**config.mk**
```make
export PLATFORM = sky130hd
export DESIGN_NAME = ring_capture_recorder
export DESIGN_NICKNAME = d
export VERILOG_FILES = /design/src/rtl/ring_capture_pkg.sv /design/src/rtl/ring_capture_ctrl.sv /design/src/rtl/ring_capture_datapath.sv /design/src/rtl/ring_capture_recorder.sv
export SDC_FILE = /design/constraint.sdc
export NUM_CORES = 2
export LEC_CHECK = 0
export BUFFER_PORTS_ARGS = -buffer_cell sky130_fd_sc_hd__buf_2
export CORE_ASPECT_RATIO = 1.2
export CORE_UTILIZATION = 55
export CTS_CLUSTER_SIZE = 25
export DETAILED_ROUTE_END_ITERATION = 7
export GPL_TIMING_DRIVEN = 0
export PLACE_DENSITY = 0.69
export SLEW_MARGIN = 20
export SYNTH_ARGS = -nofsm -noshare
export SYNTH_HDL_FRONTEND = slang
export SYNTH_HIERARCHICAL = 1
export SYNTH_SLANG_ARGS = --single-unit
```
**constraint.sdc**
```tcl
create_clock -name clk -period 13.6 [get_ports clk]
set_input_delay 2.72 -clock clk [delete_from_list [all_inputs] [get_ports clk]]
set_output_delay 2.72 -clock clk [all_outputs]
set_load 0.1 [all_outputs]
```
**src/rtl/ring_capture_pkg.sv**
```systemverilog
package ring_capture_pkg;

  // Strobes from the control FSM to the datapath
  typedef struct packed {
    logic wrEven;    // write the low half of the sample this clock
    logic wrOdd;     // write the held high half this clock
    logic ptrClear;  // restart: clear pointer, wrap flag and snapshot
    logic snapshot;  // freeze: latch pointer and wrap flag
    logic rdEnable;  // accepted host read
  } rec_strobe_t;

endpackage

```
**src/rtl/ring_capture_ctrl.sv**
```systemverilog
module ring_capture_ctrl
  import ring_capture_pkg::*;
(
  input  logic        clk,
  input  logic        rstN,
  input  logic        sampleValid,
  input  logic        stopReq,
  input  logic        restartReq,
  input  logic        hostRdEn,
  output rec_strobe_t strobe,
  output logic        frozen
);

  logic phaseOdd;     // an odd word is owed this clock
  logic stopPending;  // stop seen while a pair was opening
  logic stopSeen;
  logic freezeNow;

  assign stopSeen  = stopReq | stopPending;
  // Freeze only when no pair stays open after this clock
  assign freezeNow = !frozen && stopSeen && (phaseOdd || !sampleValid);

  always_comb begin
    strobe          = '0;
    strobe.wrEven   = !frozen && !phaseOdd && sampleValid;
    strobe.wrOdd    = !frozen && phaseOdd;
    strobe.snapshot = freezeNow;
    strobe.ptrClear = frozen && restartReq;
    strobe.rdEnable = frozen && hostRdEn;
  end

  always_ff @(posedge clk) begin
    if (!rstN) begin
      frozen      <= 1'b0;
      phaseOdd    <= 1'b0;
      stopPending <= 1'b0;
    end else begin
      phaseOdd    <= strobe.wrEven;
      stopPending <= !frozen && stopSeen && !freezeNow;
      if (strobe.ptrClear)
        frozen <= 1'b0;
      else if (freezeNow)
        frozen <= 1'b1;
    end
  end

  // every even write is followed by its odd write
  p_pair_complete_r2: assert property (@(posedge clk) disable iff (!rstN)
    strobe.wrEven |=> strobe.wrOdd);

  // no memory writes while frozen
  p_no_write_frozen_r7: assert property (@(posedge clk) disable iff (!rstN)
    frozen |-> !(strobe.wrEven || strobe.wrOdd));

  // freeze never lands between the two halves of a pair
  p_no_split_r5: assert property (@(posedge clk) disable iff (!rstN)
    $rose(frozen) |-> !$past(strobe.wrEven));

  // a sample offered during an odd write starts no new pair
  p_ignore_busy_r3: assert property (@(posedge clk) disable iff (!rstN)
    strobe.wrOdd |-> !strobe.wrEven);

endmodule

```
**src/rtl/ring_capture_datapath.sv**
```systemverilog
module ring_capture_datapath
  import ring_capture_pkg::*;
#(
  parameter int CH_NUM = 8,
  parameter int CH_W   = 8,
  parameter int ADDR_W = 6,
  localparam int HALF_CH = CH_NUM / 2,
  localparam int WORD_W  = HALF_CH * (CH_W + 1),
  localparam int DEPTH   = 1 << ADDR_W
)(
  input  logic                   clk,
  input  logic                   rstN,
  input  rec_strobe_t            strobe,
  input  logic [CH_NUM*CH_W-1:0] chData,
  input  logic [CH_NUM-1:0]      chCtl,
  input  logic [ADDR_W-1:0]      hostAddr,
  output logic [WORD_W-1:0]      hostRdData,
  output logic                   hostRdValid,
  output logic [ADDR_W-1:0]      frzPtr,
  output logic                   frzWrap
);

  logic [WORD_W-1:0]       mem [DEPTH];
  logic [HALF_CH*CH_W-1:0] holdData;
  logic [HALF_CH-1:0]      holdCtl;
  logic [ADDR_W-1:0]       wrPtr, ptrNext;
  logic                    wrapped, wrapNext;
  logic                    ptrInc;
  logic [WORD_W-1:0]       evenWord, oddWord, wrWord;

  // Word packing: channel k of a half at bits k*CH_W, its flag above the data
  for (genvar g = 0; g < HALF_CH; g++) begin : g_pack
    assign evenWord[g*CH_W +: CH_W]  = chData[g*CH_W +: CH_W];
    assign oddWord[g*CH_W +: CH_W]   = holdData[g*CH_W +: CH_W];
    assign evenWord[HALF_CH*CH_W + g] = chCtl[g];
    assign oddWord[HALF_CH*CH_W + g]  = holdCtl[g];
  end

  assign wrWord = strobe.wrOdd ? oddWord : evenWord;
  assign ptrInc = strobe.wrEven | strobe.wrOdd;

  always_comb begin
    ptrNext  = wrPtr;
    wrapNext = wrapped;
    if (strobe.ptrClear) begin
      ptrNext  = '0;
      wrapNext = 1'b0;
    end else if (ptrInc) begin
      ptrNext = wrPtr + ADDR_W'(1);
      if (wrPtr == ADDR_W'(DEPTH - 1))
        wrapNext = 1'b1;
    end
  end

  always_ff @(posedge clk) begin
    if (!rstN) begin
      wrPtr       <= '0;
      wrapped     <= 1'b0;
      frzPtr      <= '0;
      frzWrap     <= 1'b0;
      hostRdValid <= 1'b0;
      holdData    <= '0;
      holdCtl     <= '0;
    end else begin
      wrPtr       <= ptrNext;
      wrapped     <= wrapNext;
      hostRdValid <= strobe.rdEnable;
      if (strobe.wrEven) begin
        holdData <= chData[CH_NUM*CH_W-1 -: HALF_CH*CH_W];
        holdCtl  <= chCtl[CH_NUM-1 -: HALF_CH];
      end
      if (strobe.ptrClear) begin
        frzPtr  <= '0;
        frzWrap <= 1'b0;
      end else if (strobe.snapshot) begin
        frzPtr  <= ptrNext;
        frzWrap <= wrapNext;
      end
    end
  end

  // Inferred single-write, single-read memory
  always_ff @(posedge clk) begin
    if (ptrInc)
      mem[wrPtr] <= wrWord;
    if (strobe.rdEnable)
      hostRdData <= mem[hostAddr];
  end

  // each written word advances the pointer by exactly one
  p_ptr_step_r2: assert property (@(posedge clk) disable iff (!rstN)
    (ptrInc && !strobe.ptrClear) |=> wrPtr == $past(wrPtr) + ADDR_W'(1));

  // even words always land on even addresses
  p_even_addr_r2: assert property (@(posedge clk) disable iff (!rstN)
    strobe.wrEven |-> !wrPtr[0]);

  // wrapped flag is sticky until restart
  p_wrap_sticky_r4: assert property (@(posedge clk) disable iff (!rstN)
    (wrapped && !strobe.ptrClear) |=> wrapped);

  // restart leaves pointer at zero
  p_restart_clear_r9: assert property (@(posedge clk) disable iff (!rstN)
    strobe.ptrClear |=> (wrPtr == '0 && !wrapped));

endmodule

```
**src/rtl/ring_capture_recorder.sv**
```systemverilog
module ring_capture_recorder
  import ring_capture_pkg::*;
#(
  parameter int CH_NUM = 8,
  parameter int CH_W   = 8,
  parameter int ADDR_W = 6,
  localparam int WORD_W = (CH_NUM / 2) * (CH_W + 1)
)(
  input  logic                   clk,
  input  logic                   rstN,
  input  logic                   sampleValid,
  input  logic [CH_NUM*CH_W-1:0] chData,
  input  logic [CH_NUM-1:0]      chCtl,
  input  logic                   stopReq,
  input  logic                   restartReq,
  input  logic                   hostRdEn,
  input  logic [ADDR_W-1:0]      hostAddr,
  output logic [WORD_W-1:0]      hostRdData,
  output logic                   hostRdValid,
  output logic                   frozen,
  output logic [ADDR_W-1:0]      frzPtr,
  output logic                   frzWrap
);

  rec_strobe_t strobe;

  ring_capture_ctrl ctrl_i (
    .clk         (clk),
    .rstN        (rstN),
    .sampleValid (sampleValid),
    .stopReq     (stopReq),
    .restartReq  (restartReq),
    .hostRdEn    (hostRdEn),
    .strobe      (strobe),
    .frozen      (frozen)
  );

  ring_capture_datapath #(
    .CH_NUM (CH_NUM),
    .CH_W   (CH_W),
    .ADDR_W (ADDR_W)
  ) dp_i (
    .clk         (clk),
    .rstN        (rstN),
    .strobe      (strobe),
    .chData      (chData),
    .chCtl       (chCtl),
    .hostAddr    (hostAddr),
    .hostRdData  (hostRdData),
    .hostRdValid (hostRdValid),
    .frzPtr      (frzPtr),
    .frzWrap     (frzWrap)
  );

  // read data is valid only for reads issued while frozen
  p_read_frozen_r8: assert property (@(posedge clk) disable iff (!rstN)
    hostRdValid |-> $past(frozen));

  // snapshot is stable while frozen unless restarted
  p_snap_stable_r7: assert property (@(posedge clk) disable iff (!rstN)
    (frozen && $past(frozen) && !$past(restartReq)) |-> $stable(frzPtr));

endmodule

```
# Word level (Yosys, flattened, before mapping)
# Memories as Yosys holds them, arrays and structs flattened. A register that Yosys moved wholly into a read port is not among the register bits.
# Index checks and enable logic that the tools add are counted.
# word_totals
register_bits	54
mem_bits_rw	2304
input_bits	84
memories	1
# mem_list
memory	depth	word_bits	rd	rd_ports_with_merged_regs	wr	line_no	text
dp_i.mem	64	36	1	1	1	ring_capture_datapath.sv:23	logic [WORD_W-1:0] mem [DEPTH];
# classes
n_addsub	1
n_eq_ne	1
muxes	8
bitwise	3
reduce_logical	14
# op_table
op	n
2-to-1 mux 36 bit	1
2-to-1 mux 6 bit	2
logical AND 1 bit	8
adder 6 x 1 -> 6 bit (second input constant)	1
equality test 6 bit (second input constant)	1
2-to-1 mux 1 bit	5
zero test 1 bit	4
OR 1 bit	2
OR reduction 2 bit	1
logical OR 1 bit	1
inverter 1 bit	1

# Logic depth before layout (Yosys ltp)
# depth
depth_word	6
depth_mapped	9
mapped_depth_nobuf	7

# Cells and area by module
# Netlist, hierarchy kept.
# by_module_without_submodules
mod	n_inst	cells_per_inst	area_per_inst_um2	seq_area_each_um2
ring_capture_datapath	1	4059	90765.8	71288.4
ring_capture_ctrl	1	16	155.1	60.1

# Worst setup path after synthesis
# OpenSTA, ideal clock, no wires.
# synth_path
kind	input port to flip-flop
start	input port sampleValid
end	memory dp_i/mem[31][0] in the netlist's numbering, enable pin
setup_time_ns	0.474
t_arrival_ns	6.076
required_time_ns	13.126
slack_ns	7.050
cell_stages	5
path_buffers	0
cell_sequence	nor2b_1 -> and2b_1 -> o21a_1 -> nand3_1 -> nor3_1
# synth_rtl
item	line_no	text
start, declared	ring_capture_recorder.sv:11	input logic sampleValid,
end, declared	ring_capture_datapath.sv:23	

==> impl_metrics.py <==
metrics = {
    "sta": {
        "finalHoldViolations": 0,
        "tns_ps": 0,
        "finalWorstSetupSlack_ps": 7450,
        "clock-skew-final_ps": 36.5,
        "drv_slew": 0,
        "slew-limit-headroom_pct": 15.4,
        "period_share_pct": 45.2,
        "clock.fmax_ghz": 0.163,
        "rsz0062_at_grt": "no",
        "setup_viol": 0,
        "whs_ps": 499,
        "post-route-min-period_ps": 6150,
        "worst_slew_pin_slew_ps": 1270,
    },
    "clocking": {
        "htreeDepth": 4,
        "cts_hold_buf": 0,
        "root_buffer": "clkbuf_16",
        "clk-insertion-delay-late_ps": 880,
        "ctsResizeCount": 0,
        "clock-sinks": 2394,
        "cts_setup_buffers": 0,
        "cts_tree": "yes",
        "cts_buffer_depth": 3,
        "path_clk_slew_ps": 70,
        "numCtsBuffers": 219,
    },
    "worst_setup_path": {
        "crit_type": "in2reg",
        "setup.worst_path.start_class": "primary input",
        "worst_ep_arrival_time_ps": 6770,
        "reg2reg_slack_ps": 10020,
        "crit_required_ps": 14220,
        "end_kind": "flop",
        "r2r.worst_path.cells": 8,
        "crit_path_max_fanout": 10,
        "r2r_end": "dp_i/mem[43][30]",
        "r2r-start": "ctrl_i/phaseOdd",
    },
    "synth": {
        "synth-async-reset-ratio_pct": 0,
        "syn_nets": 4160,
        "ys_types": 46,
        "yosys_warnings": 6,
        "yosysSeqAreaShare_pct": 78.5,
        "synth_most_common_cell": "edfxtp_1",
        "yosys.area.top_type": "edfxtp_1",
        "ys_ff_latch": 2394,
        "syn_inst": 4075,
        "synth-edff-count": 2340,
        "yosys-top-cells-area": "edfxtp_1, mux4_2, dfxtp_1",
        "synth_top_cell_area_share_pct": 77.3,
        "ys.flop_type": "edfxtp_1",
        "avgSynthCellArea_sq_um": 22.3,
        "synth_commonest_cells": "edfxtp_1, mux4_2, mux2i_1, clkbuf_1, nor2_1",
        "syn_area_sq_um": 90900,
    },
    "floorplanning": {
        "io_pins": 129,
        "std_cell_rows": 163,
        "die_h_um": 447,
        "dieArea_sq_um": 167000,
        "die_x_um": 373,
        "initial_core_util_pct": 55.3,
        "core_sq_um": 164000,
    },
    "job": {
        "drv_cap": 0,
    },
    "layout": {
        "fillers": 10700,
        "num-nets-final": 4649,
        "multi_input_area_sq_um": 19000,
        "seqCellArea_sq_um": 71300,
        "final_util_pct": 63.9,
        "layout-drive-gt1-share_pct": 28.6,
        "design_area_sq_um": 105000,
        "area_growth_pct": 15.6,
        "final_cells": 6894,
    },
    "grt": {
        "gr-usage-all-layers_pct": 33.8,
        "grt_pass1_vias": 47100,
        "antenna_found_initial": 16,
        "grt_max_degree": 65,
        "grt_overflow_total": 0,
        "grt_pass1_wl_um": 378000,
    },
    "min_path": {
        "hold_path_class": "reg2reg",
        "min_from": "dp_i/frzPtr[4]",
        "min_to": "dp_i/frzPtr[4]",
        "holdPathStages": 2,
    },
    "detailed_routing": {
        "dr.first_iter.drc_count": 8159,
        "first_pass_iters": 8,
        "ant_nets": 0,
        "post_drt_wl_per_cell_um": 40.4,
        "vias": 47900,
        "routed_via_density": 6.95,
        "drcViolationCount": 17,
        "finalWirelength_um": 279000,
    },
    "power_and_ir_drop": {
        "p_per_area_nw_per_um2": 146,
        "p_leak_nw": 33.0,
        "power_mw": 15.3,
        "ir_drop_mv": 0.154,
    },
    "status": {
        "status": "complete, but fails checks",
        "violations": "design-rule violations",
    },
    "placed_design": {
        "placedCellCount": 6488,
        "place_ws_ps": 6790,
        "gp_congestion": 0.907,
        "port-buffer-count": 125,
        "place_area_sq_um": 98100,
        "post-dp-hpwl_um": 188000,
    },
}
-- placed cells by master (no fill, tap or decap), drive strengths merged, types with 2 or more instances in the layout --
cell	instances
edfxtp	2340
mux4	552
buf	403
clkbuf	364
clkinv	104
mux2i	103
nor2	99
nand2	81
nor2b	78
a22oi	76
nand3	70
o22ai	66
nand4	64
o221ai	63
dfxtp	54
a211oi	41
mux2	37
and3	35
bufinv	19
clkinvlp	11
nand2b	9
inv	9
a221oi	8
a21oi	8
nor3	6
o21ai	6
and2	6
nand3b	5
diode	4
a221o	4
o31ai	4
or2	3
or3	3
xor2	3
o211a	2
xnor2	2
-- state kept, by name, summed over array words and instances (netlist names) --
name and cells:
dp_i/mem 2304, dp_i/hostRdData 36, dp_i/holdData 32, dp_i/frzPtr 6, dp_i/wrPtr 6, dp_i/holdCtl 4, ctrl_i/frozen 1, ctrl_i/phaseOdd 1
ctrl_i/stopPending 1, dp_i/frzWrap 1, dp_i/hostRdValid 1, dp_i/wrapped 1
-- routing by layer --
metal | vias to the layer above | global-route usage (%) | share of wire, %
met1 | 25000 | 42.5 | 33
met2 | 3790 | 52.3 | 47
met3 | 776 | 8.82 | 13
li1 | 18300 | - | -
met4 | 6 | 22.5 | 8.1
met5 | - | 0 | 0.014
-- layout make-up --
cell class	count	share of cell area, %
Timing Repair Buffer	268	3.71
Multi-Input combinational cell	1441	18.1
Buffer	237	1.10
Clock buffer	262	5.45
Inverter	3	0.0107
Tap cell	2145	2.55
Sequential cell	2394	67.9
Antenna cell	4	0.00953
Clock inverter	140	1.15
-- how the worst max path moves through the flow --
stage	start	to	slack (ps)	cells after the start
after floorplan	sampleValid	dp_i/mem[31][0]	7050	5
after global placement	sampleValid	dp_i/mem[31][18]	3590	6
after detailed placement	hostAddr[3]	dp_i/hostRdData[22]	6790	8
after CTS	hostAddr[3]	dp_i/hostRdData[22]	7720	8
after global routing	hostAddr[3]	dp_i/hostRdData[22]	7730	8
final	hostAddr[3]	dp_i/hostRdData[22]	7450	8
-- power breakdown --
part           total, mW  internal [mW]  switching [mW]
clock network       6.03           3.35            2.68
registers           8.25           8.23          0.0150
logic               1.03          0.284           0.748
-- logic make-up (layout without fill, tap and decap cells) --
| group | after synthesis | count (layout) | synth area share [%] |
|---|---|---|---|
| AO/OA/AOI/OAI | 281 | 281 | 2.33 |
| other | 0 | 4 | 0 |
| XOR/XNOR | 5 | 5 | 0.0482 |
| AND/OR/NAND/NOR | 462 | 462 | 2.61 |
| adder cells (fa/ha/maj) | 1 | 1 | 0.0138 |
| multiplexers | 692 | 692 | 15.3 |
| flip-flops | 2394 | 2394 | 78.5 |
| buffers and inverters | 240 | 910 | 1.27 |
-- worst max-delay path: stages --
cell and delay (ps):
buf_2 230, inv_1 140, buf_2 420, clkbuf_1 810
nand3b_1 740, o221ai_1 880, o22ai_1 470, and3_1 330
Note: power is estimated with default switching activity, not from simulation.
